--- src/rtl/phy_pm_pkg.sv ---
// Shared encodings for the PHY power-state speed manager.
// Assumes a 2-bit power-state code and a 2-bit link-speed code.
package phy_pm_pkg;
    localparam int PS_W  = 2;
    localparam int SPD_W = 2;
    localparam int ADV_W = 3;

    localparam logic [PS_W-1:0]  PS_FULL  = 2'b00;
    localparam logic [PS_W-1:0]  PS_UNPWR = 2'b01;
    localparam logic [PS_W-1:0]  PS_SLEEP = 2'b11;

    localparam logic [SPD_W-1:0] SPD_10   = 2'b00;
    localparam logic [SPD_W-1:0] SPD_100  = 2'b01;
    localparam logic [SPD_W-1:0] SPD_1000 = 2'b10;

    localparam logic [ADV_W-1:0] ADV_ALL  = 3'b111;
    localparam logic [ADV_W-1:0] ADV_SLOW = 3'b011;

    typedef enum logic [2:0] {
        ST_NEGOT  = 3'd0,   // waiting for auto-negotiation after power-up
        ST_RUN    = 3'd1,   // full power, link established
        ST_OFF    = 3'd2,   // PHY powered down
        ST_LISTEN = 3'd3,   // energy detect after failed negotiation
        ST_SLOW   = 3'd4,   // low power, reduced advertisement
        ST_KEEP   = 3'd5    // low power, link kept as is
    } mgr_state_t;
endpackage

--- src/rtl/pm_state_track.sv ---
// Remembers the last accepted power-state code and flags a change.
// Assumes the caller freezes it (hold) during the post-reset restart cycle
// so that a request present at reset release is evaluated afterwards.
module pm_state_track
    import phy_pm_pkg::*;
#(
    parameter int W = PS_W
) (
    input  logic         clk,
    input  logic         rst_n,
    input  logic         hold,
    input  logic [W-1:0] pwr_state,
    output logic         chg,
    output logic         tgt_low
);
    logic [W-1:0] prev_q;

    // Capture the accepted code; reset assumes full power.
    always_ff @(posedge clk) begin
        if (!rst_n)     prev_q <= W'(PS_FULL);
        else if (!hold) prev_q <= pwr_state;
    end

    // Change flag and target classification.
    always_comb begin
        chg     = (pwr_state != prev_q);
        tgt_low = (pwr_state != W'(PS_FULL));
    end

    // an accepted code is the one present at the previous edge.
    p_track_follow_r10: assert property (@(posedge clk) disable iff (!rst_n)
        !hold |=> (prev_q == $past(pwr_state)));
endmodule

--- src/rtl/pm_decide.sv ---
// Main decision state machine: selects power-down, energy detect and
// requests auto-negotiation restarts with a requested speed mask.
// Assumes chg/tgt_low come from pm_state_track on the same clock.
module pm_decide
    import phy_pm_pkg::*;
#(
    parameter int SW = SPD_W,
    parameter int AW = ADV_W
) (
    input  logic          clk,
    input  logic          rst_n,
    input  logic          chg,
    input  logic          tgt_low,
    input  logic          link_req,
    input  logic          pm_en,
    input  logic          link_up,
    input  logic [SW-1:0] link_speed,
    input  logic          an_done,
    input  logic          an_fail,
    output logic          boot,
    output logic          rs_req,
    output logic [AW-1:0] rs_mask,
    output logic          phy_pdown,
    output logic          ed_en
);
    mgr_state_t st_q, st_d;
    logic       boot_q;
    logic       fast;

    assign boot = boot_q;
    assign fast = link_up && (link_speed == SW'(SPD_1000));

    // One restart request right after reset release.
    always_ff @(posedge clk) begin
        if (!rst_n) boot_q <= 1'b1;
        else        boot_q <= 1'b0;
    end

    // State register.
    always_ff @(posedge clk) begin
        if (!rst_n) st_q <= ST_NEGOT;
        else        st_q <= st_d;
    end

    // Next state and restart request.
    always_comb begin
        st_d    = st_q;
        rs_req  = 1'b0;
        rs_mask = AW'(ADV_ALL);
        if (boot_q) begin
            st_d   = ST_NEGOT;
            rs_req = 1'b1;
        end else if (chg && !tgt_low) begin
            case (st_q)
                ST_OFF, ST_SLOW: begin
                    st_d   = ST_NEGOT;
                    rs_req = 1'b1;
                end
                ST_KEEP: st_d = ST_RUN;
                default: st_d = st_q;
            endcase
        end else if (chg) begin
            if (!link_req) begin
                st_d = ST_OFF;
            end else if (st_q == ST_OFF) begin
                rs_req  = 1'b1;
                rs_mask = pm_en ? AW'(ADV_SLOW) : AW'(ADV_ALL);
                st_d    = pm_en ? ST_SLOW : ST_KEEP;
            end else if (st_q == ST_SLOW) begin
                st_d = ST_SLOW;
            end else if (pm_en && fast) begin
                rs_req  = 1'b1;
                rs_mask = AW'(ADV_SLOW);
                st_d    = ST_SLOW;
            end else begin
                st_d = ST_KEEP;
            end
        end else begin
            case (st_q)
                ST_NEGOT: begin
                    if (an_done && link_up) st_d = ST_RUN;
                    else if (an_fail)       st_d = ST_LISTEN;
                end
                ST_LISTEN: if (link_up) st_d = ST_RUN;
                default: st_d = st_q;
            endcase
        end
    end

    // Output decode from the registered state.
    always_comb begin
        phy_pdown = (st_q == ST_OFF);
        ed_en     = (st_q == ST_LISTEN);
    end

    // low power with no link required powers the PHY down.
    p_off_entry_r2: assert property (@(posedge clk) disable iff (!rst_n)
        (!boot_q && chg && tgt_low && !link_req) |=> phy_pdown);
    // a failed negotiation enables energy detect.
    p_listen_r5: assert property (@(posedge clk) disable iff (!rst_n)
        (!boot_q && !chg && st_q == ST_NEGOT && !an_done && an_fail) |=> ed_en);
endmodule

--- src/rtl/pm_an_ctrl.sv ---
// Turns restart requests into a one-cycle strobe and holds the advertised
// speed mask between requests. Assumes requests are single-cycle.
module pm_an_ctrl
    import phy_pm_pkg::*;
#(
    parameter int AW = ADV_W
) (
    input  logic          clk,
    input  logic          rst_n,
    input  logic          rs_req,
    input  logic [AW-1:0] rs_mask,
    output logic          an_restart,
    output logic [AW-1:0] adv_mask
);
    // Strobe register.
    always_ff @(posedge clk) begin
        if (!rst_n) an_restart <= 1'b0;
        else        an_restart <= rs_req;
    end

    // Mask register, loaded only with a request.
    always_ff @(posedge clk) begin
        if (!rst_n)      adv_mask <= AW'(ADV_ALL);
        else if (rs_req) adv_mask <= rs_mask;
    end

    // the strobe lasts one cycle.
    p_strobe_single_r10: assert property (@(posedge clk) disable iff (!rst_n)
        an_restart |=> !an_restart);
    // the mask moves only together with a strobe.
    p_mask_stable_r10: assert property (@(posedge clk) disable iff (!rst_n)
        !an_restart |-> $stable(adv_mask));
    // the 10 and 100 bits are always advertised.
    p_low_bits_r11: assert property (@(posedge clk) disable iff (!rst_n)
        adv_mask[1:0] == 2'b11);
endmodule

--- src/rtl/phy_pm_speed_mgr.sv ---
// Top of the PHY power-state speed manager. Connects change tracking,
// the decision FSM and the restart/mask output stage.
// Assumes all inputs are synchronous to clk.
module phy_pm_speed_mgr
    import phy_pm_pkg::*;
(
    input  logic             clk,
    input  logic             rst_n,
    input  logic [PS_W-1:0]  pwr_state,
    input  logic             wake_en,
    input  logic             mng_en,
    input  logic             pm_en,
    input  logic             link_up,
    input  logic [SPD_W-1:0] link_speed,
    input  logic             an_done,
    input  logic             an_fail,
    output logic             phy_pdown,
    output logic             ed_en,
    output logic             an_restart,
    output logic [ADV_W-1:0] adv_mask
);
    logic             chg, tgt_low, boot, rs_req, link_req;
    logic [ADV_W-1:0] rs_mask;

    assign link_req = wake_en || mng_en;

    pm_state_track #(.W(PS_W)) i_track (
        .clk(clk), .rst_n(rst_n), .hold(boot), .pwr_state(pwr_state),
        .chg(chg), .tgt_low(tgt_low)
    );

    pm_decide #(.SW(SPD_W), .AW(ADV_W)) i_decide (
        .clk(clk), .rst_n(rst_n), .chg(chg), .tgt_low(tgt_low),
        .link_req(link_req), .pm_en(pm_en), .link_up(link_up),
        .link_speed(link_speed), .an_done(an_done), .an_fail(an_fail),
        .boot(boot), .rs_req(rs_req), .rs_mask(rs_mask),
        .phy_pdown(phy_pdown), .ed_en(ed_en)
    );

    pm_an_ctrl #(.AW(ADV_W)) i_an (
        .clk(clk), .rst_n(rst_n), .rs_req(rs_req), .rs_mask(rs_mask),
        .an_restart(an_restart), .adv_mask(adv_mask)
    );

    // a PHY that stays powered down gets no restart.
    p_off_quiet_r3: assert property (@(posedge clk) disable iff (!rst_n)
        (phy_pdown && !chg) |=> !an_restart);
    // a 1000 Mbps link needed in low power is renegotiated to 10/100.
    p_slow_down_r6: assert property (@(posedge clk) disable iff (!rst_n)
        (!boot && chg && tgt_low && link_req && pm_en && link_up &&
         link_speed == SPD_1000 && adv_mask[2] && !phy_pdown)
        |=> (an_restart && adv_mask == ADV_SLOW));
    // with speed management off, the link is kept without restart.
    p_keep_r8: assert property (@(posedge clk) disable iff (!rst_n)
        (!boot && chg && tgt_low && link_req && !pm_en && !phy_pdown)
        |=> (!an_restart && !phy_pdown));
    // leaving power-down for full power restarts with every speed.
    p_wake_full_r4: assert property (@(posedge clk) disable iff (!rst_n)
        (phy_pdown && chg && !tgt_low) |=> (an_restart && adv_mask == ADV_ALL && !phy_pdown));
endmodule

--- config.mk ---
export PLATFORM = sky130hd
export DESIGN_NAME = phy_pm_speed_mgr
export DESIGN_NICKNAME = d
export VERILOG_FILES = /design/src/rtl/phy_pm_pkg.sv /design/src/rtl/pm_state_track.sv /design/src/rtl/pm_decide.sv /design/src/rtl/pm_an_ctrl.sv /design/src/rtl/phy_pm_speed_mgr.sv
export SDC_FILE = /design/constraint.sdc
export NUM_CORES = 1
export LEC_CHECK = 0
export BUFFER_PORTS_ARGS = -buffer_cell sky130_fd_sc_hd__buf_4
export CAP_MARGIN = 40
export CORE_ASPECT_RATIO = 1.5
export CORE_MARGIN = 3
export CORE_UTILIZATION = 25
export DETAILED_ROUTE_END_ITERATION = 12
export GPL_TIMING_DRIVEN = 1
export PLACE_DENSITY = 0.46
export RECOVER_POWER = 100
export SETUP_SLACK_MARGIN = 0.05
export SLEW_MARGIN = 20
export SYNTH_ARGS = -nofsm -noshare
export SYNTH_HDL_FRONTEND = slang
export SYNTH_HIERARCHICAL = 1
export SYNTH_SLANG_ARGS = --single-unit
--- constraint.sdc ---
create_clock -name clk -period 2.25 [get_ports clk]
set_input_delay 0.45 -clock clk [delete_from_list [all_inputs] [get_ports clk]]
set_output_delay 0.45 -clock clk [all_outputs]
set_load 0.005 [all_outputs]
# Yosys cells after proc, flatten, opt, wreduce, memory -nomap -nowiden
# Index checks and enable logic that the tools add are counted.
# word_totals
regBits	10
wordCells	56
out_inout_bits	6
in_bits	12
# classes
bitwise_logic	1
eq_ne	9
reduce_logical	12
muxes	29
# op_table
op	count
$mux 3	16
$pmux 3 s2	2
$mux 1	11
$eq 3x2->1 const B	2
$eq 3x3->1 const B	2
$ne 5x2->1 const B	1
$logic_and 1x1->1	4
$ne 4x2->1 const B	1
$reduce_and 4->1	1
$reduce_bool 4->1	1
$reduce_or 2->1	2
$logic_not 3->1	1
$ne 3x3->1 const B	1
$eq 2x2->1 const B	1
$ne 2x2->1	1
$reduce_bool 2->1	1
$logic_not 1->1	1
$logic_or 1x1->1	1
$not 1->1	1

# Longest topological paths before layout
# Gate-level depths: netlist (run 1).
# depth
depth_word	10
mapped_depth	7
depth_no_buf	7

# Cells and area by module
# Netlist (run 1), hierarchy kept.
# by_module_without_submodules
mod	cells_each	instances	area_per_inst_um2	seq_area_each_um2
pm_decide	49	1	370.4	80.1
pm_an_ctrl	11	1	128.9	80.1
pm_state_track	10	1	100.1	40.0
phy_pm_speed_mgr	1	1	6.3	0.0

# Least setup slack after synthesis (run 1)
# No wires, ideal clock.
# synth_timing
kind	input port to flip-flop
from	input port mng_en
to	register i_an.adv_mask[0]
stages	7
t_arrival_ns	1.523
setup_slack_ns	0.612
path_buffers	0
setup_time_ns	0.115
cell_sequence	or2_1 -> nand2b_1 -> a2bb2oi_1 -> o22ai_1 -> a21o_1 -> mux2i_1 -> nand2_1
# synth_between
elab_chain_len	5
word_cells_on_any_way	9
cone_classes	8 x mux; 1 x reduce/logical
# synth_lines
item	line_no	rtl
from (decl)	phy_pm_speed_mgr.sv:11	input logic mng_en,
$logic_or 1x1->1	phy_pm_speed_mgr.sv:25	assign link_req = wake_en || mng_en;
$mux 1	pm_decide.sv:63	if (!link_req) begin
$mux 1	pm_decide.sv:62	end else if (chg) begin
$mux 1	pm_decide.sv:53	end else if (chg && !tgt_low) begin
$mux 1	pm_decide.sv:50	if (boot_q) begin
net rs_req	phy_pm_speed_mgr.sv:22	logic chg, tgt_low, boot, rs_req, link_req;
to (signal assigned)	pm_an_ctrl.sv:23	if (!rst_n) adv_mask <= AW'(ADV_ALL);
to (signal assigned)	pm_an_ctrl.sv:24	else if (rs_req) adv_mask <= rs_mask;
to (decl)	pm_an_ctrl.sv:13	output logic [AW-1:0] adv_mask
# The timed path passes the listed nets, and every way through them passes these cells.
# A chain may end at the register's enable or synchronous reset.

# Worst setup path in the final report (run 1)
# layout_timing
from	register i_decide.st_q[1]
to	output port phy_pdown
# layout_between
elab_chain_len	1
# layout_lines
item	line_no	rtl
from (decl)	pm_decide.sv:26	mgr_state_t st_q, st_d;
from (signal assigned)	pm_decide.sv:42	else st_q <= st_d;
$eq 3x2->1	pm_decide.sv:92	phy_pdown = (st_q == ST_OFF);
to (decl)	phy_pm_speed_mgr.sv:17	output logic phy_pdown,
# Every way passes these cells.

==> reports/results.md, run 1 <==
| Group | Metric | Reported |
|---|---|---|
| floorplanning | Core Region | 2260 sq um |
| yosys | Count of flip-flops with a built-in enable after synthesis | 0 |
| yosys | Syn Area/Cell | 8.529 sq um |
| timing | Setup skew after layout | 4.946 ps |
| final layout | Antenna diode count | 0 |
| routing | Per-cell via count in the routed design | 4.865 |
| clocking | Max clock buf depth | 2 |
| final layout | Growth of design area from synthesis to finish | 25.83% |
| run status | Outcome | complete, no violations |
| place | Port Buf Inserts | 17 |
| final layout | Share of post-route cells with drive strength above 1 | 27.27% |
| routing | Post-detailed-route wirelength per cell | 12.36 um |
| place | Hpwl dp | 1071 um |
| final layout | Fraction of the core area covered by cells at the end of the flow | 33.72% |
| timing | Final hold violations | 0 |
| timing | Final hold slack | 438.8 ps |
| routing | Routed Wire Length | 1372 um |
| place | Routability cong. | 0.6540 |
| clocking | CTS hold repair buffers | 0 |
| timing | Final critical-path setup slack | 426.5 ps |
| power | Net Sw Frac | 25.58% |
| clocking | Clock root buffer master | sky130_fd_sc_hd__clkbuf_4 |
| timing | Unrepaired setup endpoints after global routing | false |
| yosys | Synthesis Warnings | 6 |
| power | Maximum vdd ir drop | 0.0002961 V |
| floorplanning | DIE WIDTH | 46.19 um |
| clocking | TritonCTS clock tree | built |
| global routing | Overflow left after global routing | 0 |
| run | Max-capacitance violation count | 0 |
| yosys | Synth Cell Area | 605.6 sq um |
| yosys | Share of synthesized area occupied by flip-flops and latches | 33.06% |
| place | Placement-stage worst setup slack | 383.8 ps |
| global routing | Maximum number of pins on one net before global-route repair | 10 |
| timing | Time the worst path needs with I/O delays and setup | 1823 ps |
| yosys | Post-synthesis sequential element count | 10 |
| power | Total Power | 0.4535 mW |
| setup path | Launching element type of the critical path | flop |
| yosys | Most frequent cell after synthesis | sky130_fd_sc_hd__dfxtp_1 |
| yosys | Async set-reset flop share out of synthesis | 0% |
| setup path | CP required | 1800 ps |
| setup path | Nature of the critical path endpoint | primary output |
| floorplanning | Chip Height | 66.28 um |
| floorplanning | Row Count | 21 |
| routing | Vias after detailed routing | 540 |
| yosys | Cell taking the most area after synthesis | sky130_fd_sc_hd__dfxtp_1 |
| floorplanning | Starting density of the core | 26.80% |
| power | Internal power | 0.3375 mW |
| setup path | Arrival time reported for the critical path endpoint | 1370 ps |
| power | Switching pwr | 0.1160 mW |
| clocking | Quantity of gates resized following cts | 0 |
| timing | Final worst-path cycle share | 81.04% |
| floorplanning | Ports | 18 |
| yosys | Top-area cell type share of the netlist area | 33.06% |
| power | Relative contribution of combinational cells to total power | 20.7% |
| timing | Max Slew Vio Count | 0 |
| clocking | Clock latency at the later pin of the worst-skew pair | 260 ps |
| yosys | Post-synthesis cell count | 71 |
| final layout | Nets@finish | 101 |
| clocking | Total number of clock tree sinks | 10 |
| routing | Number of DRC violations after detailed routing | 0 |
| timing | Total setup violations reported at the end of the flow | 0 |
| clocking | Level count of the clock H-tree | 1 |
| power | Power density over the cells | 595.1 nW/um^2 |
| power | Clock network fraction of design power | 35.1% |
| hold path | Type of the most critical hold path | in2reg |
| clocking | Post-CTS clock slew at the launch and capture registers of the worst setup and hold paths | 70 ps |
| yosys | Primary FF master, synth | sky130_fd_sc_hd__dfxtp_1 |
| setup path | Critical Setup Path Class | reg2out |
| global routing | Overall track demand over capacity in global routing | 10.40% |
| global routing | First-pass GRT wire length | 2283 um |
| final layout | Number of inserted filler cells in the final layout | 254 |
| global routing | Number of antenna violations at the first check in global routing | 0 |
| setup path | Biggest fanout along the worst timing path | 9 |
| yosys | Library cells used by synthesis | 35 |
| routing | Violation count after the first detailed-route iteration | 7 |
| floorplanning | Die area | 3061 sq um |
| yosys | Leading post-synthesis cells by instance count | 10 x sky130_fd_sc_hd__dfxtp_1, 6 x sky130_fd_sc_hd__mux2i_1, 6 x sky130_fd_sc_hd__nand2_1 |
| power | Reg power frac | 44.2% |
| clocking | Post-CTS setup buffer count | 0 |
| routing | Antenna Violating Nets Remaining | 0 |
| timing | Fmax | 548.4 MHz |
| global routing | Via count of the first global-routing pass | 500 |
| power | Leak | 0.3348 nW |
| clocking | Number of buffers inserted during clock tree synthesis | 3 |
| timing | Total negative slack for setup checks | 0 ps |
| routing | Total iterations of the first detailed-routing run | 2 |
| yosys | Most area-consuming cells after synthesis | sky130_fd_sc_hd__dfxtp_1 33%, sky130_fd_sc_hd__mux2i_1 9.9%, sky130_fd_sc_hd__xnor2_1 4.3% |
-- through the flow --
stage / cell area, sq um / std cells
after floorplan: 609.3 / 72
after global placement: 729.5 / 107
after detailed placement: 729.5 / 107
after CTS: 765.7 / 111
after global routing: 762.0 / 111
final: 762.0 / 111
-- cell type report --
type | instances | area, sq um | area share, %
well taps | 23 | 28.78 | 3.777
multi-input cells | 54 | 361.6 | 47.45
repair buffers | 17 | 123.9 | 16.26
inverters | 3 | 11.26 | 1.478
clock buffers | 4 | 36.28 | 4.762
flip-flops and latches | 10 | 200.2 | 26.27
-- cell usage in the layout, fill, tap and decap left out --
cell type                   count
sky130_fd_sc_hd__a21o_1         1
sky130_fd_sc_hd__o21ai_0        2
sky130_fd_sc_hd__a2bb2oi_1      1
sky130_fd_sc_hd__or2_2          1
sky130_fd_sc_hd__nand2_1        6
sky130_fd_sc_hd__mux2i_1        6
sky130_fd_sc_hd__buf_4         10
sky130_fd_sc_hd__and3b_1        1
sky130_fd_sc_hd__o31ai_1        1
sky130_fd_sc_hd__nor2_1         2
sky130_fd_sc_hd__or2_0          1
sky130_fd_sc_hd__nand2b_1       3
sky130_fd_sc_hd__a211oi_1       1
sky130_fd_sc_hd__nor2b_1        4
sky130_fd_sc_hd__or4_4          1
sky130_fd_sc_hd__o32ai_1        1
sky130_fd_sc_hd__and2_2         1
sky130_fd_sc_hd__nand3_1        2
sky130_fd_sc_hd__conb_1         2
sky130_fd_sc_hd__o211ai_1       2
sky130_fd_sc_hd__inv_1          3
sky130_fd_sc_hd__nand4b_1       1
sky130_fd_sc_hd__xnor2_1        3
sky130_fd_sc_hd__a21oi_2        1
sky130_fd_sc_hd__and3_1         1
sky130_fd_sc_hd__or3_1          1
sky130_fd_sc_hd__clkbuf_8       1
sky130_fd_sc_hd__clkbuf_4       9
sky130_fd_sc_hd__dfxtp_1       10
sky130_fd_sc_hd__clkbuf_1       1
sky130_fd_sc_hd__a21oi_1        4
sky130_fd_sc_hd__nor3b_1        1
sky130_fd_sc_hd__nor4b_1        1
sky130_fd_sc_hd__nand4_1        1
sky130_fd_sc_hd__o22ai_1        1
-- layer usage --
layer  share of wire [%]  track usage (%)
met3                 8.6            2.725
met5                   0                0
met2                  50            15.86
met4                 1.2            6.406
met1                  40            12.42
-- registers in the layout, summed over array words and instances, names as in the netlist --
register         flops
i_track/prev_q       2
i_decide/boot        1
i_an/adv_mask        3
i_an/an_restart      1
i_decide/st_q        3
-- cells by family (layout without fill, tap and decap cells) --
kind of cell	after synthesis	count (layout)	synth area share, %
AND/OR/NAND/NOR	28	28	27.69
AO/OA/AOI/OAI	15	15	16.53
flip-flops	10	10	33.06
buffers and inverters	8	24	7.849
multiplexers	6	6	9.918
XOR/XNOR	3	3	4.340
other	1	2	0.6192
-- worst paths after layout --
| check | start | end | slack, ps | cells past startpoint |
|---|---|---|---|---|
| worst min register to register | i_an/adv_mask[1] | i_an/adv_mask[1] | 480 | 2 |
| worst max-delay path | i_decide/st_q[1] | phy_pdown | 430 | 2 |
| worst max register to register | i_decide/st_q[0] | i_an/adv_mask[2] | 710 | 6 |
| worst min-delay path | rst_n | i_an/adv_mask[0] | 440 | 2 |
-- critical path, stage by stage (launching register included) --
cell	delay, ps
sky130_fd_sc_hd__dfxtp_1	490
sky130_fd_sc_hd__nor3b_1	420
sky130_fd_sc_hd__buf_4	190
-- power by group through the flow --
stage                     registers [mW]  clock network (mW)  logic (mW)
after global routing               0.202               0.175       0.106
final                              0.201               0.159      0.0938
after global placement             0.205                   0      0.0964
after CTS                          0.201               0.166      0.0956
after detailed placement           0.205                   0      0.0949
after floorplan                    0.199                   0      0.0696
Power figures use the tool's default switching activity.
==> run 2, diff against run 1 <==
==> constraint.sdc (replaced) <==
create_clock -name clk -period 1.7 [get_ports clk]
set_input_delay 0.34 -clock clk [delete_from_list [all_inputs] [get_ports clk]]
set_output_delay 0.34 -clock clk [all_outputs]
set_load 0.005 [all_outputs]
==> reports/results.md, run 2 (synthesis results as in run 1) <==
| Group | Metric | Reported | vs previous |
|---|---|---|---|
| setup path | Nature of the critical path endpoint | primary output | unchanged |
| place | Routability cong. | 0.7185 | was 0.6540 |
| timing | Setup skew after layout | 2.237 ps | was 4.946 ps |
| setup path | Biggest fanout along the worst timing path | 9 | unchanged |
| routing | Per-cell via count in the routed design | 4.965 | was 4.865 |
| floorplanning | Row Count | 21 | unchanged |
| clocking | Post-CTS setup buffer count | 0 | unchanged |
| timing | Final critical-path setup slack | 121.9 ps | was 426.5 ps |
| place | Dpl cell area | 759.5 sq um | was 729.5 sq um |
| setup path | Launching element type of the critical path | flop | unchanged |
| routing | Post-detailed-route wirelength per cell | 11.91 um | was 12.36 um |
| clocking | Total number of clock tree sinks | 10 | unchanged |
| clocking | Post-CTS clock slew at the launch and capture registers of the worst setup and hold paths | 60 ps | was 70 ps |
| place | Cell count after placement | 111 | was 107 |
| setup path | RR Startpoint | i_decide/st_q[2] | was i_decide/st_q[0] |
| setup path | CP required | 1360 ps | was 1800 ps |
| global routing | First-pass GRT wire length | 2221 um | was 2283 um |
| timing | Max Slew Vio Count | 0 | unchanged |
| floorplanning | Die area | 3061 sq um | unchanged |
| place | Port Buf Inserts | 17 | unchanged |
| final layout | Nets@finish | 105 | was 101 |
| routing | Violation count after the first detailed-route iteration | 9 | was 7 |
| final layout | Number of inserted filler cells in the final layout | 244 | was 254 |
| timing | Final worst-path cycle share | 92.83% |  |
| final layout | Leading cell type in the layout, fill and taps excluded | sky130_fd_sc_hd__buf_4 |  |
| run status | Outcome | complete, no violations | unchanged |
| final layout | Final cell count without fillers | 115 | was 111 |
| routing | Total met2 wirelength after detailed routing | 697 um | was 687 um |
| place | Hpwl dp | 1113 um | was 1071 um |
| clocking | Number of buffers inserted during clock tree synthesis | 3 | unchanged |
| floorplanning | DIE WIDTH | 46.19 um | unchanged |
| routing | Routed Wire Length | 1370 um | was 1372 um |
| timing | Final hold violations | 0 | unchanged |
| routing | Vias after detailed routing | 571 | was 540 |
| global routing | Overall track demand over capacity in global routing | 10.14% | was 10.40% |
| clocking | Clock root buffer master | sky130_fd_sc_hd__clkbuf_4 | unchanged |
| routing | Antenna Violating Nets Remaining | 0 | unchanged |
| global routing | Overflow left after global routing | 0 | unchanged |
| timing | Time the worst path needs with I/O delays and setup | 1578 ps |  |
| global routing | Maximum number of pins on one net before global-route repair | 10 | unchanged |
| timing | Unrepaired setup endpoints after global routing | false | unchanged |
| floorplanning | Ports | 18 | unchanged |
| setup path | Arrival time reported for the critical path endpoint | 1240 ps | was 1370 ps |
| routing | Detailed route wirelength on metal3 | 124 um | was 118 um |
| routing | Met1 Routed Length | 523 um | was 550 um |
| final layout | Antenna diode count | 0 | unchanged |
| global routing | Number of antenna violations at the first check in global routing | 0 | unchanged |
| setup path | FF-to-FF End | i_an/adv_mask[2] | unchanged |
| timing | Fmax | 633.7 MHz |  |
| run | Max-capacitance violation count | 0 | unchanged |
| final layout | Share of post-route cells with drive strength above 1 | 29.35% | was 27.27% |
| clocking | Clock latency at the later pin of the worst-skew pair | 260 ps | about the same |
| hold path | End point of the most critical hold path | i_an/adv_mask[2] | was i_an/adv_mask[0] |
| clocking | Max clock buf depth | 2 | unchanged |
| timing | Total setup violations reported at the end of the flow | 0 | unchanged |
| routing | Highest routed metal layer | met4 | unchanged |
| final layout | Final design instance area without fill | 789.5 sq um | was 762.0 sq um |
| hold path | Type of the most critical hold path | in2reg | unchanged |
| clocking | TritonCTS clock tree | built | unchanged |
| final layout | Top library cells by usage in the layout, fill and taps aside | 14 x sky130_fd_sc_hd__buf_4, 10 x sky130_fd_sc_hd__dfxtp_1, 9 x sky130_fd_sc_hd__clkbuf_4 | was 10 x sky130_fd_sc_hd__dfxtp_1, 10 x sky130_fd_sc_hd__buf_4, 9 x sky130_fd_sc_hd__clkbuf_4 |
| hold path | Depth of the worst hold-timing path | 2 | unchanged |
| final layout | Growth of design area from synthesis to finish | 30.37% | was 25.83% |
| timing | Total negative slack for setup checks | 0 ps | unchanged |
| floorplanning | Starting density of the core | 26.80% | unchanged |
| setup path | Critical Setup Path Class | reg2out | unchanged |
| power | Power density over the cells | 764.6 nW/um^2 | was 595.1 nW/um^2 |
| setup path | FF-to-FF setup slack | 180 ps | was 710 ps |
| power | Total Power | 0.6037 mW | was 0.4535 mW |
| floorplanning | Core Region | 2260 sq um | unchanged |
| routing | Number of DRC violations after detailed routing | 0 | unchanged |
| hold path | Min-Delay Startpoint | rst_n | unchanged |
| place | Placement-stage worst setup slack | -7.517 ps | was 383.8 ps |
| routing | Total iterations of the first detailed-routing run | 4 | was 2 |
| power | Leak | 0.3552 nW | was 0.3348 nW |
| floorplanning | Chip Height | 66.28 um | unchanged |
| clocking | Level count of the clock H-tree | 1 | unchanged |
| power | Maximum vdd ir drop | 0.0004050 V | was 0.0002961 V |
| global routing | Via count of the first global-routing pass | 558 | was 500 |
| setup path | Worst R2R Path Depth | 6 | unchanged |
| final layout | Top Registers | i_an/adv_mask x3, i_decide/st_q x3, i_track/prev_q x2 | unchanged |
-- run 2: cell count changes in the layout (fill, tap and decap cells not counted), sizes merged --
cell / before / now
buf: 10 / 14
-- run 2: metrics by stage --
stage               utilization [%]  hold slack, ps
floorplan                         -           401.9
detailed placement            33.61           464.9
finish                        34.94           328.9
CTS                           35.44           277.1
global route                  34.94           346.8
global placement              33.61           461.6
-- run 2: per-layer routing --
metal	up-vias	track usage (%)
met5	-	0
met4	0	7.829
met3	2	2.997
met2	19	17.07
met1	260	9.672
li1	290	-
-- run 2: worst max path at each step --
stage | depth (start not counted) | start | slack, ps | endpoint
floorplan | 7 | mng_en | 170 | i_an/adv_mask[0]
global placement | 8 | mng_en | 20 | i_an/adv_mask[0]
detailed placement | 8 | pwr_state[1] | -8 | i_an/adv_mask[2]
CTS | 2 | i_decide/st_q[1] | 140 | phy_pdown
global route | 6 | i_decide/st_q[2] | 50 | i_an/adv_mask[2]
finish | 2 | i_decide/st_q[1] | 120 | phy_pdown
-- run 2: where the power goes --
part	leakage (nW)	internal, mW	switching [mW]
clock network	0.0210	0.130	0.0814
logic	0.252	0.0728	0.0543
registers	0.0826	0.248	0.0168
-- run 2: area by class of cell --
type                    instances  area, sq um  share of cell area (%)
inverters                       3        11.26                   1.426
well taps                      23        28.78                   3.645
flip-flops and latches         10        200.2                   25.36
repair buffers                 21        153.9                   19.49
clock buffers                   4        36.28                   4.596
multi-input cells              54        359.1                   45.48
-- run 2: critical path, stage by stage, from the launching register on --
cell and delay (ps):
sky130_fd_sc_hd__dfxtp_1 490, sky130_fd_sc_hd__nor3b_2 300, sky130_fd_sc_hd__clkbuf_4 190
-- run 2: timing repair --
action,4_1_cts,5_1_grt
setup endpoints to repair,1,0
hold buffers,0,0
resized for setup,1,0
